**src/rtl/sdram_col_pkg.sv**
```systemverilog
package sdram_col_pkg;
  localparam int          BL_CODE_W      = 3;
  localparam int          MAX_FIXED_LOG2 = 3;
  localparam logic [2:0]  BL_CODE_PAGE   = 3'd7;
endpackage

```
**src/rtl/sdram_col_len_dec.sv**
```systemverilog
module sdram_col_len_dec
  import sdram_col_pkg::*;
#(
  parameter int COL_W = 10
) (
  input  logic [BL_CODE_W-1:0] code_i,
  output logic [COL_W-1:0]     mask_o,
  output logic                 full_o
);
  always_comb begin
    mask_o = '0;
    full_o = 1'b0;
    if (code_i == BL_CODE_PAGE) begin
      mask_o = '1;
      full_o = 1'b1;
    end else if (code_i <= BL_CODE_W'(MAX_FIXED_LOG2)) begin
      for (int i = 0; i < MAX_FIXED_LOG2; i++) begin
        if (i < int'(code_i)) mask_o[i] = 1'b1;
      end
    end
  end
endmodule

```
**src/rtl/sdram_col_addr_calc.sv**
```systemverilog
module sdram_col_addr_calc #(
  parameter int COL_W = 10
) (
  input  logic [COL_W-1:0] base_i,
  input  logic [COL_W-1:0] beat_i,
  input  logic [COL_W-1:0] mask_i,
  input  logic             ilv_i,
  output logic [COL_W-1:0] addr_o
);
  logic [COL_W-1:0] walk;

  always_comb begin
    walk   = ilv_i ? (base_i ^ beat_i) : (base_i + beat_i);
    addr_o = (base_i & ~mask_i) | (walk & mask_i);
  end
endmodule

```
**src/rtl/sdram_col_seq.sv**
```systemverilog
module sdram_col_seq
  import sdram_col_pkg::*;
#(
  parameter int COL_W = 10
) (
  input  logic                 clk,
  input  logic                 rst_n,
  input  logic                 start_i,
  input  logic [COL_W-1:0]     start_col_i,
  input  logic [BL_CODE_W-1:0] bl_code_i,
  input  logic                 ilv_i,
  input  logic                 stop_i,
  output logic                 col_valid_o,
  input  logic                 col_ready_i,
  output logic [COL_W-1:0]     col_addr_o,
  output logic                 col_last_o
);
  logic             busy_q;
  logic [COL_W-1:0] cnt_q;
  logic [COL_W-1:0] base_q;
  logic [COL_W-1:0] mask_q;
  logic             full_q;
  logic             ilv_q;
  logic             stop_pend_q;

  logic [COL_W-1:0] dec_mask;
  logic             dec_full;
  logic             fire;
  logic             fixed_end;

  sdram_col_len_dec #(.COL_W(COL_W)) u_dec (
    .code_i (bl_code_i),
    .mask_o (dec_mask),
    .full_o (dec_full)
  );

  sdram_col_addr_calc #(.COL_W(COL_W)) u_calc (
    .base_i (base_q),
    .beat_i (cnt_q),
    .mask_i (mask_q),
    .ilv_i  (ilv_q),
    .addr_o (col_addr_o)
  );

  assign col_valid_o = busy_q;
  assign fire        = busy_q & col_ready_i;
  assign fixed_end   = ~full_q & (cnt_q == mask_q);
  assign col_last_o  = busy_q & (fixed_end | stop_pend_q | stop_i);

  always_ff @(posedge clk) begin
    if (!rst_n) begin
      busy_q      <= 1'b0;
      cnt_q       <= '0;
      base_q      <= '0;
      mask_q      <= '0;
      full_q      <= 1'b0;
      ilv_q       <= 1'b0;
      stop_pend_q <= 1'b0;
    end else if (start_i) begin
      busy_q      <= 1'b1;
      cnt_q       <= '0;
      base_q      <= start_col_i;
      mask_q      <= dec_mask;
      full_q      <= dec_full;
      ilv_q       <= ilv_i & ~dec_full;
      stop_pend_q <= 1'b0;
    end else begin
      if (busy_q && stop_i) stop_pend_q <= 1'b1;
      if (fire) begin
        if (col_last_o) begin
          busy_q      <= 1'b0;
          stop_pend_q <= 1'b0;
        end else begin
          cnt_q <= cnt_q + 1'b1;
        end
      end
    end
  end


  hold_addr_chk: assert property (@(posedge clk) disable iff (!rst_n)
    col_valid_o && !col_ready_i && !start_i |=> col_valid_o && $stable(col_addr_o));


  start_first_chk: assert property (@(posedge clk) disable iff (!rst_n)
    start_i |=> col_valid_o && (col_addr_o == $past(start_col_i)));


  end_idle_chk: assert property (@(posedge clk) disable iff (!rst_n)
    col_valid_o && col_ready_i && col_last_o && !start_i |=> !col_valid_o);


  stream_on_chk: assert property (@(posedge clk) disable iff (!rst_n)
    col_valid_o && col_ready_i && !col_last_o |=> col_valid_o);


  stop_last_chk: assert property (@(posedge clk) disable iff (!rst_n)
    col_valid_o && stop_i |-> col_last_o);


  page_nolast_chk: assert property (@(posedge clk) disable iff (!rst_n)
    col_valid_o && full_q && !stop_i && !stop_pend_q |-> !col_last_o);
endmodule

```
**config.mk**
```make
export PLATFORM = sky130hd
export DESIGN_NAME = sdram_col_seq
export DESIGN_NICKNAME = d
export VERILOG_FILES = /design/src/rtl/sdram_col_pkg.sv /design/src/rtl/sdram_col_len_dec.sv /design/src/rtl/sdram_col_addr_calc.sv /design/src/rtl/sdram_col_seq.sv
export SDC_FILE = /design/constraint.sdc
export NUM_CORES = 1
export LEC_CHECK = 0
export BUFFER_PORTS_ARGS = -buffer_cell sky130_fd_sc_hd__buf_2
export CAP_MARGIN = 20
export CORE_UTILIZATION = 40
export DETAILED_ROUTE_END_ITERATION = 7
export GPL_TIMING_DRIVEN = 0
export PLACE_DENSITY = 0.67
export SLEW_MARGIN = 20
export SYNTH_ARGS = -nofsm -noshare
export SYNTH_HDL_FRONTEND = slang
export SYNTH_SLANG_ARGS = --single-unit
```
**constraint.sdc**
```tcl
create_clock -name clk -period 6.8 [get_ports clk]
set_clock_uncertainty 0.2 [all_clocks]
set_input_delay 0.34 -clock clk [delete_from_list [all_inputs] [get_ports clk]]
set_output_delay 0.34 -clock clk [all_outputs]
set_load 0.03 [all_outputs]
```
==> metrics.json <==
{
  "port_buffers": 29,
  "synth_seq_cells": 27,
  "totalNegativeSetupSlack_ns": 0,
  "wirelength_um": 3840,
  "starting_density_of_the_core": 0.430,
  "initial_antenna_violation_count": 0,
  "cts.htree.levels": 1,
  "avgViaCountPerCell": 5.43,
  "drv.max_cap_violation_count": 0,
  "buffer_levels_on_the_longest_clock_path": 2,
  "synthesis.instances": 203,
  "drt_drc_violations_left": 0,
  "postCtsSetupRepairBufs": 0,
  "fillerInstances": 424,
  "syn-num-nets": 233,
  "antenna-diode-count": 0,
  "clock_power_share": 0.282,
  "io-pin-count": 31,
  "grt_setup_unrepaired": "no",
  "grt.total_usage": 0.183,
  "switching_share": 0.291,
  "post_synth.cell_area_avg_sq_um": 8.72,
  "dpl.hpwl_um": 3000,
  "worstPathArrival_ns": 2.81,
  "gp_routability_congestion": 0.916,
  "worstSetupPathType": "reg -> out",
  "core_area_sq_mm": 0.00412,
  "timing.fmax_mhz": 299,
  "synth_seq_area_share": 0.305,
  "slew-limit-headroom": 0.635,
  "clk_root_buffer_cell": "sky130_fd_sc_hd__clkbuf_8",
  "grt_pass1_vias": 1400,
  "vdd_drop_max_mv": 0.0771,
  "synth-edff-count": 0,
  "cts.sink_count": 27,
  "grt_max_degree": 15,
  "seqPwrFrac": 0.524,
  "hold_class": "in -> reg",
  "cts_resized": 0,
  "wl_per_cell_um": 13.4,
  "drt-initial-drc-count": 62,
  "drtAntennaViolNets": 0,
  "cts_hold_repair.buffers": 0,
  "peak_fanout_along_the_critical_path": 5,
  "met3_usage": 0.0263,
  "net-switching-power_w": 0.0000944,
  "worst_pin_slew_ns": 0.534,
  "fp.dieH_um": 68.5,
  "die_width_um": 68.5,
  "cp_data_required_time_ns": 6.26,
  "grt_most_used_layer": "met2",
  "clkSlewWorstSetupHoldPaths_ns": 0.09,
  "tritoncts_clock_tree": "yes",
  "p_leak_nw": 0.879,
  "fp.dieArea_sq_mm": 0.00470,
  "critical_path.startpoint_type": "flop",
  "period_share": 0.493,
  "fraction_of_met1_tracks_used_by_global_routing": 0.232,
  "power.share.combinational": 0.194,
  "layoutNonFillerInstCount": 286,
  "hold_viol": 0,
  "routed-via-count": 1553,
  "grt_pass1_wl_um": 6310,
  "synth_ff_type": "sky130_fd_sc_hd__dfxtp_1",
  "synth_async_sr_flop_share": 0,
  "clock_latency_ns": 0.27,
  "ys_warn_count": 0,
  "final-setup-viol-count": 0,
  "placed_cells": 282,
  "setup.worst_path.end_class": "primary output",
  "synthToLayoutAreaGrowth_pct": 14.3,
  "hold-worst-slack_ns": 0.0873,
  "internal_power_w": 0.000230,
  "postLayoutCoreUtil": 0.492,
  "netlist-cell-type-count": 46,
  "post-route-min-period_ns": 3.35,
  "cts-buffers-inserted": 3,
  "first_pass_iters": 4,
  "nNetsFinal": 267,
  "floorplan.rows": 23,
  "gr-usage-met2": 0.310,
  "grt_overflow_total": 0,
  "fraction_of_final_layout_cells_sized_beyond_drive_strength_1": 0.174,
  "outcome": "finished, final reports clean",
  "timing.final.max_slew_violations": 0,
  "power_density_mw_per_mm2": 160,
  "synthesized_area_sq_mm": 0.00177
}
[critical path: stages, from the launching register on]
cell and delay (ns):
sky130_fd_sc_hd__dfxtp_1 0.38, sky130_fd_sc_hd__ha_1 0.27, sky130_fd_sc_hd__fa_1 0.44, sky130_fd_sc_hd__a211oi_1 0.26, sky130_fd_sc_hd__o21bai_1 0.13, sky130_fd_sc_hd__a2111oi_0 0.56, sky130_fd_sc_hd__o31ai_1 0.11, sky130_fd_sc_hd__a31oi_1 0.18
sky130_fd_sc_hd__buf_2 0.22
[through the flow]
stage	total power [W]	instance area [sq um]	worst slack (ns)
after floorplan	0.000217	1770	3.82
after global placement	0.000236	1980	3.80
after detailed placement	0.000237	1980	3.84
after CTS	0.000330	2020	3.49
after global routing	0.000343	2020	3.27
final	0.000324	2020	3.45
[cell usage after synthesis (all sizes together), types with 2 or more instances]
cell type	count	area share
a211oi	2	0.0085
a21boi	3	0.013
a21o	4	0.017
a21oi	15	0.042
a31oi	5	0.018
and2	4	0.015
and3b	2	0.0099
buf	2	0.0049
clkbuf	4	0.0085
dfxtp	27	0.31
ha	10	0.071
inv	5	0.011
mux2i	13	0.073
nand2	7	0.016
nand3	8	0.030
nor2	24	0.060
nor2b	12	0.042
nor4	3	0.014
o2111ai	5	0.025
o211ai	4	0.020
o21ai	10	0.035
o21bai	2	0.0085
o31ai	2	0.0085
or3	4	0.014
or4	2	0.0085
xnor2	6	0.030
xor2	8	0.040
[worst paths after layout]
check | startpoint | to | slack, ns | cells after the start
hold reg to reg | mask_q[2] | mask_q[2] | 0.33 | 2
setup / recovery | cnt_q[0] | col_addr_o[8] | 3.45 | 8
setup reg to reg | cnt_q[1] | cnt_q[6] | 5.00 | 5
hold / removal | col_ready_i | col_valid_o | 0.09 | 2
[cell families (layout without fill, tap and decap cells)]
logic type | Yosys count | in the layout | synth area share
flops | 27 | 27 | 0.305
xor+xnor | 14 | 14 | 0.0693
fa+ha+maj | 11 | 11 | 0.0820
mux | 14 | 14 | 0.0799
buf+inv | 11 | 44 | 0.0240
compound gates | 56 | 56 | 0.214
simple gates | 70 | 70 | 0.225
[cells in the final DEF (no fill, tap or decap), types with 2 or more instances in the layout]
cell	netlist	layout
sky130_fd_sc_hd__a211oi_1	2	2
sky130_fd_sc_hd__a21boi_0	3	3
sky130_fd_sc_hd__a21o_1	4	4
sky130_fd_sc_hd__a21oi_1	15	15
sky130_fd_sc_hd__a31oi_1	5	5
sky130_fd_sc_hd__and2_1	3	3
sky130_fd_sc_hd__and3b_1	2	2
sky130_fd_sc_hd__buf_2	1	30
sky130_fd_sc_hd__clkbuf_1	4	5
sky130_fd_sc_hd__clkbuf_8	0	3
sky130_fd_sc_hd__dfxtp_1	27	27
sky130_fd_sc_hd__ha_1	10	10
sky130_fd_sc_hd__inv_1	5	5
sky130_fd_sc_hd__mux2i_1	13	13
sky130_fd_sc_hd__nand2_1	6	6
sky130_fd_sc_hd__nand3_1	7	7
sky130_fd_sc_hd__nor2_1	23	23
sky130_fd_sc_hd__nor2b_1	12	12
sky130_fd_sc_hd__nor4_1	2	2
sky130_fd_sc_hd__o2111ai_1	5	5
sky130_fd_sc_hd__o211ai_1	3	3
sky130_fd_sc_hd__o21ai_0	8	8
sky130_fd_sc_hd__o21bai_1	2	2
sky130_fd_sc_hd__o31ai_1	2	2
sky130_fd_sc_hd__or3_1	4	4
sky130_fd_sc_hd__or4_1	2	2
sky130_fd_sc_hd__xnor2_1	6	6
sky130_fd_sc_hd__xor2_1	8	8
[power groups by stage]
stage | Combinational [W] | Clock, W | Sequential [W]
floorplan | 0.0000441 | 0 | 0.000173
global placement | 0.0000628 | 0 | 0.000174
detailed placement | 0.0000634 | 0 | 0.000174
CTS | 0.0000636 | 0.0000965 | 0.000170
global route | 0.0000698 | 0.000102 | 0.000171
finish | 0.0000630 | 0.0000915 | 0.000170
[per-layer routing]
metal  share of wire  up-vias
met2            0.47       32
li1                -      812
met5               0        -
met4           0.011        0
met1            0.48      705
met3           0.035        4
[registers in the layout, indices dropped and copies added (netlist names)]
| signal | count |
|---|---|
| base_q | 10 |
| cnt_q | 10 |
| mask_q | 4 |
| col_valid_o | 1 |
| ilv_q | 1 |
| stop_pend_q | 1 |
[cell type report]
class | count | area (sq um) | share of cell area
plain buffers | 6 | 23.8 | 0.0118
clock buffers | 4 | 45.0 | 0.0223
inverters | 5 | 18.8 | 0.00928
multi-input cells | 165 | 1190 | 0.587
flip-flops and latches | 27 | 541 | 0.267
well taps | 50 | 62.6 | 0.0309
repair buffers | 29 | 145 | 0.0717
Note: power is estimated with default switching activity, not from simulation.
